**src/rtl/dzf_pkg.sv**
```systemverilog
package dzf_pkg;
    typedef enum logic [1:0] {
        ST_IDLE = 2'd0,
        ST_UP   = 2'd1,
        ST_DN   = 2'd2,
        ST_CLR  = 2'd3
    } pfd_state_e;
endpackage

```
**src/rtl/dzf_edge.sv**
```systemverilog
module dzf_edge (
    input  logic clk,
    input  logic rst_n,
    input  logic sig_i,
    output logic rise_o
);
    logic prev_q;

    always_ff @(posedge clk) begin
        if (!rst_n) prev_q <= 1'b0;
        else        prev_q <= sig_i;
    end

    assign rise_o = sig_i & ~prev_q;
endmodule

```
**src/rtl/dzf_xor.sv**
```systemverilog
module dzf_xor (
    input  logic clk,
    input  logic rst_n,
    input  logic rise_r_i,
    input  logic rise_f_i,
    output logic xor_o
);
    logic tog_r_q, tog_f_q;

    always_ff @(posedge clk) begin
        if (!rst_n) begin
            tog_r_q <= 1'b0;
            tog_f_q <= 1'b0;
        end else begin
            if (rise_r_i) tog_r_q <= ~tog_r_q;
            if (rise_f_i) tog_f_q <= ~tog_f_q;
        end
    end

    assign xor_o = tog_r_q ^ tog_f_q;


    xor_flip_chk: assert property (@(posedge clk) disable iff (!rst_n)
        (rise_r_i != rise_f_i) |=> (xor_o != $past(xor_o)));
endmodule

```
**src/rtl/dzf_fsm.sv**
```systemverilog
module dzf_fsm
    import dzf_pkg::*;
#(
    parameter int OVERLAP = 2
) (
    input  logic clk,
    input  logic rst_n,
    input  logic rise_r_i,
    input  logic rise_f_i,
    output logic up_o,
    output logic dn_o,
    output logic done_o
);
    localparam int CW = (OVERLAP > 1) ? $clog2(OVERLAP) : 1;
    localparam logic [CW-1:0] LAST = CW'(OVERLAP - 1);

    pfd_state_e state_q, state_d;
    logic [CW-1:0] cnt_q, cnt_d;
    logic pend_r_q, pend_f_q, pend_r_d, pend_f_d;
    logic carry_r, carry_f;

    assign done_o  = (state_q == ST_CLR) && (cnt_q == LAST);
    assign carry_r = pend_r_q | rise_r_i;
    assign carry_f = pend_f_q | rise_f_i;

    always_ff @(posedge clk) begin
        if (!rst_n) begin
            state_q  <= ST_IDLE;
            cnt_q    <= '0;
            pend_r_q <= 1'b0;
            pend_f_q <= 1'b0;
        end else begin
            state_q  <= state_d;
            cnt_q    <= cnt_d;
            pend_r_q <= pend_r_d;
            pend_f_q <= pend_f_d;
        end
    end

    always_comb begin
        state_d  = state_q;
        cnt_d    = '0;
        pend_r_d = 1'b0;
        pend_f_d = 1'b0;
        unique case (state_q)
            ST_IDLE: begin
                if (rise_r_i && rise_f_i) state_d = ST_CLR;
                else if (rise_r_i)        state_d = ST_UP;
                else if (rise_f_i)        state_d = ST_DN;
            end
            ST_UP: if (rise_f_i) state_d = ST_CLR;
            ST_DN: if (rise_r_i) state_d = ST_CLR;
            ST_CLR: begin
                if (cnt_q == LAST) begin
                    if (carry_r && carry_f) state_d = ST_CLR;
                    else if (carry_r)       state_d = ST_UP;
                    else if (carry_f)       state_d = ST_DN;
                    else                    state_d = ST_IDLE;
                end else begin
                    cnt_d    = cnt_q + 1'b1;
                    pend_r_d = carry_r;
                    pend_f_d = carry_f;
                end
            end
            default: state_d = ST_IDLE;
        endcase
    end

    always_comb begin
        up_o = 1'b0;
        dn_o = 1'b0;
        unique case (state_q)
            ST_IDLE: ;
            ST_UP:   up_o = 1'b1;
            ST_DN:   dn_o = 1'b1;
            ST_CLR: begin
                up_o = 1'b1;
                dn_o = 1'b1;
            end
            default: ;
        endcase
    end


    up_set_chk: assert property (@(posedge clk) disable iff (!rst_n)
        (state_q == ST_IDLE && rise_r_i && !rise_f_i) |=> (up_o && !dn_o));

    cnt_range_chk: assert property (@(posedge clk) disable iff (!rst_n)
        (state_q == ST_CLR) |-> (cnt_q <= LAST));

    release_chk: assert property (@(posedge clk) disable iff (!rst_n)
        (done_o && !carry_r && !carry_f) |=> (!up_o && !dn_o));

    carry_chk: assert property (@(posedge clk) disable iff (!rst_n)
        (done_o && carry_r && !carry_f) |=> (up_o && !dn_o));
endmodule

```
**src/rtl/dzf_lock.sv**
```systemverilog
module dzf_lock #(
    parameter int OVERLAP = 2,
    parameter int LOCK_N  = 16
) (
    input  logic clk,
    input  logic rst_n,
    input  logic up_i,
    input  logic dn_i,
    input  logic done_i,
    output logic locked_o
);
    localparam int LW = $clog2(OVERLAP + 3) + 1;
    localparam int GW = $clog2(LOCK_N + 1);
    localparam logic [LW-1:0] LEN_MAX = '1;
    localparam logic [LW-1:0] LEN_OK  = LW'(OVERLAP + 1);
    localparam logic [GW-1:0] GOOD_LAST = GW'(LOCK_N - 1);

    logic [LW-1:0] up_len_q, dn_len_q;
    logic [GW-1:0] good_q;
    logic good;

    assign good = (up_len_q <= LEN_OK) && (dn_len_q <= LEN_OK);

    always_ff @(posedge clk) begin
        if (!rst_n) begin
            up_len_q <= '0;
            dn_len_q <= '0;
            good_q   <= '0;
            locked_o <= 1'b0;
        end else if (done_i) begin
            up_len_q <= '0;
            dn_len_q <= '0;
            if (good) begin
                if (good_q < GW'(LOCK_N)) good_q <= good_q + 1'b1;
                if (good_q >= GOOD_LAST)  locked_o <= 1'b1;
            end else begin
                good_q   <= '0;
                locked_o <= 1'b0;
            end
        end else begin
            if (up_i && up_len_q != LEN_MAX) up_len_q <= up_len_q + 1'b1;
            if (dn_i && dn_len_q != LEN_MAX) dn_len_q <= dn_len_q + 1'b1;
        end
    end


    bad_clear_chk: assert property (@(posedge clk) disable iff (!rst_n)
        (done_i && !good) |=> !locked_o);

    lock_rise_chk: assert property (@(posedge clk) disable iff (!rst_n)
        $rose(locked_o) |-> $past(done_i));
endmodule

```
**src/rtl/dzf_pfd.sv**
```systemverilog
module dzf_pfd #(
    parameter int OVERLAP = 2,
    parameter int LOCK_N  = 16
) (
    input  logic clk,
    input  logic rst_n,
    input  logic ref_in,
    input  logic fb_in,
    input  logic mode_xor,
    output logic pump_up,
    output logic pump_dn,
    output logic locked
);
    logic rise_r, rise_f, up_p, dn_p, done, xor_s;

    dzf_edge u_edge_r (.clk(clk), .rst_n(rst_n), .sig_i(ref_in), .rise_o(rise_r));
    dzf_edge u_edge_f (.clk(clk), .rst_n(rst_n), .sig_i(fb_in),  .rise_o(rise_f));

    dzf_fsm #(.OVERLAP(OVERLAP)) u_fsm (
        .clk(clk), .rst_n(rst_n), .rise_r_i(rise_r), .rise_f_i(rise_f),
        .up_o(up_p), .dn_o(dn_p), .done_o(done)
    );

    dzf_xor u_xor (
        .clk(clk), .rst_n(rst_n), .rise_r_i(rise_r), .rise_f_i(rise_f), .xor_o(xor_s)
    );

    dzf_lock #(.OVERLAP(OVERLAP), .LOCK_N(LOCK_N)) u_lock (
        .clk(clk), .rst_n(rst_n), .up_i(up_p), .dn_i(dn_p), .done_i(done),
        .locked_o(locked)
    );

    assign pump_up = mode_xor ? xor_s  : up_p;
    assign pump_dn = mode_xor ? ~xor_s : dn_p;


    reset_quiet_chk: assert property (@(posedge clk)
        (!rst_n && !mode_xor) |=> (!pump_up && !pump_dn && !locked));
endmodule

```
**config.mk**
```make
export PLATFORM = sky130hd
export DESIGN_NAME = dzf_pfd
export DESIGN_NICKNAME = d
export VERILOG_FILES = /design/src/rtl/dzf_pkg.sv /design/src/rtl/dzf_edge.sv /design/src/rtl/dzf_xor.sv /design/src/rtl/dzf_fsm.sv /design/src/rtl/dzf_lock.sv /design/src/rtl/dzf_pfd.sv
export SDC_FILE = /design/constraint.sdc
export NUM_CORES = 1
export LEC_CHECK = 0
export ABC_AREA = 1
export BUFFER_PORTS_ARGS = -buffer_cell sky130_fd_sc_hd__buf_2
export CELL_PAD_IN_SITES_DETAIL_PLACEMENT = 1
export CELL_PAD_IN_SITES_GLOBAL_PLACEMENT = 1
export CORE_MARGIN = 4
export CORE_UTILIZATION = 45
export DETAILED_ROUTE_END_ITERATION = 8
export GPL_TIMING_DRIVEN = 0
export PLACE_DENSITY = 0.87
export SLEW_MARGIN = 20
export SYNTH_ARGS = -nofsm -noshare
export SYNTH_HDL_FRONTEND = slang
export SYNTH_SLANG_ARGS = --single-unit
```
**constraint.sdc**
```tcl
create_clock -name clk -period 2.3 [get_ports clk]
set_clock_uncertainty 0.1 [all_clocks]
set_input_delay 0.23 -clock clk [delete_from_list [all_inputs] [get_ports clk]]
set_output_delay 0.23 -clock clk [all_outputs]
set_load 0.01 [all_outputs]
```
Yosys cells after proc, flatten, opt, wreduce, memory -nomap -nowiden. Index checks and enable logic that the tools add are counted.

Reduce and logical (&&, ||, !) cells: 14. Bitwise operators: 12. Add/sub/neg operators: 4. Muxes and demuxes: 18. $lt $le $gt $ge: 4. Equal/unequal tests: 11.

Operators with widths (count): $mux W2 (9); $mux W5 (2); $add A4 B1 Y4 const B (2); $le A4 B2 Y1 const B (2); $ne A4 B4 Y1 const B (2); $pmux W2 S4 (1); $not A1 Y1 (7); $logic_and A1 B1 Y1 (6); $mux W1 (6); $ne A2 B1 Y1 const B (3); $reduce_or A2 Y1 (3); $add A5 B1 Y5 const B (1); $ge A5 B4 Y1 const B (1); $lt A5 B5 Y1 const B (1); $eq A2 B2 Y1 const B (2); $ne A2 B2 Y1 const B (2); $ne A4 B1 Y1 const B (1); $reduce_and A2 Y1 (2); $reduce_and A4 Y1 (1); $reduce_or A3 Y1 (1); $and A1 B1 Y1 (2); $eq A2 B1 Y1 const B (1); $logic_not A2 Y1 (1); $or A1 B1 Y1 (2); other kinds (2) (2).

Bits in registers: 23. Output and inout port bits: 3. Input port bits: 5.

Logic depth before layout (Yosys ltp).
Depth after elaboration: 8. Mapped depth: 9. Mapped depth without buffers: 9.

Hierarchy. Synthesis repeated with hierarchy kept, for this count alone.

Cells, all modules: 185. Area total of the unflattened synthesis: 1265.0 um^2.

By module, submodules not included: dzf_lock (area each 709.4 um^2, cells an instance 98, times used 1); dzf_fsm (area each 365.4 um^2, cells an instance 55, times used 1); dzf_xor (area each 85.1 um^2, cells an instance 14, times used 1); dzf_edge (area each 37.5 um^2, cells an instance 5, times used 2); dzf_pfd (area each 30.0 um^2, cells an instance 8, times used 1).

Least setup slack after synthesis. Ideal clock, no wire load.

Path type: reg-to-output. Start: register u_fsm.state_q[0]. End: output pump_dn. Arrival: 1.028 ns. Path slack: 0.942 ns. Stages on the path, launching flop included: 6. Cells stage by stage: dfxtp_1 > ha_1 > inv_2 > nand2_4 > inv_1 > o21ai_0.

Longest elaborated chain between the ends: 4.

Ends and longest elaborated chain: from (decl) (line dzf_fsm.sv:17) `pfd_state_e state_q, state_d;`; from (signal assigned) (line dzf_fsm.sv:33) `state_q <= state_d;`; $eq A2 B2 Y1 (line dzf_fsm.sv:72) `unique case (state_q)`; $reduce_or A2 Y1 (no line) (*); $mux W1 (*) (line dzf_fsm.sv:72); $mux W1 (*) (line dzf_pfd.sv:34) `assign pump_dn = mode_xor ? ~xor_s : dn_p;`; to (decl) (line dzf_pfd.sv:11) `output logic pump_dn,`.

Mark *: on every way between the ends. The rest lies on a longest branch, timed or not.

Worst setup path in the final report. Same ends and word-level chain as after synthesis.

==> results.sh <==
export IMPL_cpPeakStageDelay_ns=0.41
export IMPL_period_share_pct=80.8
export IMPL_timing_slew_headroom_pct=84.3
export IMPL_initial_utilization_pct=48.2
export IMPL_nets=198
export IMPL_grt_pass1_vias=1128
export IMPL_setup_tns_ns=0
export IMPL_clkTransAtPathRegs_ns=0.14
export IMPL_slew_viol_final=0
export IMPL_cts_setup_buffers=0
export IMPL_synth_enable_flop_cells=0
export IMPL_cts_tree="yes"
export IMPL_hold_start="rst_n"
export IMPL_period_needed_ns=1.86
export IMPL_hold_end="u_edge_r.prev_q"
export IMPL_criticalPathCategory="reg -> out"
export IMPL_cts_hold_buf=2
export IMPL_core_area_um2=2520
export IMPL_synth_compound_area_share_pct=9.17
export IMPL_min_path_cells=3
export IMPL_synth_top_family_by_area="simple AND/OR/NAND/NOR gates"
export IMPL_multiInputGateArea_um2=641
export IMPL_crit_path_end_kind="primary output"
export IMPL_gp_congestion=0.800
export IMPL_vias_per_cell=4.98
export IMPL_num_rows=18
export IMPL_clk_path_buf_depth=2
export IMPL_portBuffers=6
export IMPL_yosys_warnings=0
export IMPL_crit_family="flip-flops"
export IMPL_grt_pass1_wl_um=4710
export IMPL_dr_pass1_iters=3
export IMPL_dieHeight_um=60.0
export IMPL_cap_violations=0
export IMPL_dp_hpwl_um=2170
export IMPL_syn_inst=171
export IMPL_postLayoutCoreUtil_pct=52.8
export IMPL_die_width_um=60.0
export IMPL_grt_total_usage_pct=17.5
export IMPL_worst_path_buf_inv=3
export IMPL_cp_required_ns=1.97
export IMPL_rrSetupSlack_ns=0.80
export IMPL_tightest_slew_ns=0.234
export IMPL_fmax_mhz=538
export IMPL_clock_sinks=23
export IMPL_grt_max_degree=15
export IMPL_wl_per_cell_um=12.4
export IMPL_worst_path_max_delay_cell="dfxtp_1"
export IMPL_ys_flop_type="dfxtp_1"
export IMPL_crit_fanout=4
export IMPL_hold_path_class="in -> reg"
export IMPL_status="finished, final reports clean"
export IMPL_synth_cell_types=25
export IMPL_async_flop_share_pct=0
export IMPL_drc_errors=0
export IMPL_synth_simple_area_share_pct=32.9
export IMPL_setup_viol=0
export IMPL_r2r_start="u_fsm.state_q[0]"
export IMPL_dieArea_um2=3600
export IMPL_vias=1060
export IMPL_ios=8
export IMPL_crit_chain="ha_1 -> inv_2 -> nand2_4 -> inv_1 -> o21ai_0 -> buf_2"
export IMPL_seq_area_frac_synth_pct=37.9
export IMPL_diodes=0
export IMPL_antenna_found_initial=0
export IMPL_rsz0062_at_grt="no"
export IMPL_ys_ff_latch=23
export IMPL_powerDensity_nw_per_um2=924
export IMPL_cts_root_buf="clkbuf_4"
export IMPL_clk_insertion_delay_late_ns=0.32
export IMPL_cts_buffers=3
export IMPL_muxShareOfSynthArea_pct=0
export IMPL_final_common_cell="nand2_1"
export IMPL_synth_adder_area_share_pct=9.27
export IMPL_first_iter_violations=43
export IMPL_synthXorXnorAreaFrac_pct=1.44
export IMPL_cts_resized=0
export IMPL_start_kind="flip-flop"
export IMPL_p_leak_nw=0.617
export IMPL_vdd_ir_drop_worst_v=0.000600
export IMPL_final_cell_mix="nand2_1 (38), nor2_1 (27), inv_1 (25)"
export IMPL_htree_levels=1
export IMPL_ant_nets=0
export IMPL_crit_reg2reg_capture="u_lock.up_len_q[2]"
export IMPL_area_delta_synth_final_pct=9.68
export IMPL_regArea_um2=460
export IMPL_drive_above_1_share_pct=13.7
export IMPL_fillers=332
export IMPL_reg2regPathDepth=6
export IMPL_avgSynthCellArea_um2=7.10
export IMPL_wirelength_um=2640
export IMPL_globalRouteOverflowTotal=0
export IMPL_cp_arrival_ns=1.53
export IMPL_hold_violations=0
export IMPL_syn_nets=185
export IMPL_synth_area_um2=1210
## stage by stage
| step | setup slack (ns) | hold WS (ns) | instances | power, mW | area (um^2) |
|---|---|---|---|---|---|
| floorplan | 0.942 | 0.223 | 171 | 0.920 | 1210 |
| global placement | 0.867 | 0.324 | 207 | 0.998 | 1280 |
| detailed placement | 0.805 | 0.330 | 207 | 1.05 | 1280 |
| CTS | 0.416 | 0.0666 | 213 | 1.26 | 1330 |
| global route | 0.252 | 0.0778 | 213 | 1.35 | 1330 |
| finish | 0.443 | 0.0847 | 213 | 1.23 | 1330 |
## worst max path at each step
stage,startpoint,end,slack [ns],depth (start not counted)
finish,u_fsm.state_q[0],pump_dn,0.44,6
global route,u_fsm.state_q[0],pump_dn,0.25,6
CTS,u_fsm.state_q[0],pump_dn,0.42,6
detailed placement,u_fsm.state_q[0],pump_dn,0.81,6
global placement,u_fsm.state_q[0],pump_dn,0.87,6
floorplan,u_fsm.state_q[0],pump_dn,0.94,5
## cells in the mapped netlist (2+ instances only)
cell type,number,area share [%]
ha_1,9,9.3
o21ai_0,6,2.5
nand2_2,2,1.0
nand2_1,38,12
nand2_4,4,3.7
nor2_1,27,8.3
nand3_1,9,3.7
inv_1,25,7.7
nor2_2,3,1.5
a21oi_1,10,4.1
inv_2,2,0.62
dfxtp_1,23,38
## logic make-up (layout without fill, tap and decap cells)
| family | Yosys count | in the layout |
|---|---|---|
| fa+ha+maj | 9 | 9 |
| flops | 23 | 23 |
| buf+inv | 29 | 41 |
| xor+xnor | 2 | 2 |
| simple gates | 88 | 88 |
| compound gates | 20 | 20 |
## worst reg2reg max path, cell delays in order (launching register included)
cell      delay (ns)
dfxtp_1         0.37
ha_1            0.27
nand2_2         0.10
clkinv_2        0.11
nor2_2          0.18
inv_2           0.10
nor3_1          0.19
## sequential cells by signal (all words and copies together), names as in the netlist
signal,cells
u_xor.tog_f_q,1
u_edge_r.prev_q,1
u_lock.dn_len_q,4
u_edge_f.prev_q,1
u_xor.tog_r_q,1
u_fsm.state_q,2
u_lock.good_q,5
u_fsm.cnt_q,1
u_lock.up_len_q,4
u_fsm.pend_f_q,1
u_fsm.pend_r_q,1
u_lock.locked_o,1
## area by class of cell
cell class                 instances  share of cell area, %
buffer                             1                  0.563
clock buffer                       3                   1.69
clock inverter                     1                  0.563
inverter                          28                   7.98
multi-input combinational        119                   48.1
sequential                        23                   34.6
tap                               30                   2.82
timing repair buffer               8                   3.76
## where the power goes
part,internal [mW],total [mW],switching [mW]
Clock,0.0665,0.201,0.134
Combinational,0.200,0.517,0.317
Sequential,0.461,0.514,0.0534
Total,0.727,1.23,0.505
## layer usage
layer / routed length, um / share of wire, % / vias to the layer above / track usage [%]
met5: 0 / 0 / - / 0
met4: 48 / 1.8 / 0 / 5.38
met3: 52 / 2.0 / 6 / 4.75
met2: 1480 / 56 / 10 / 34.4
met1: 1060 / 40 / 492 / 17.2
li1: - / - / 552 / -
(Power assumes the default switching activity.)
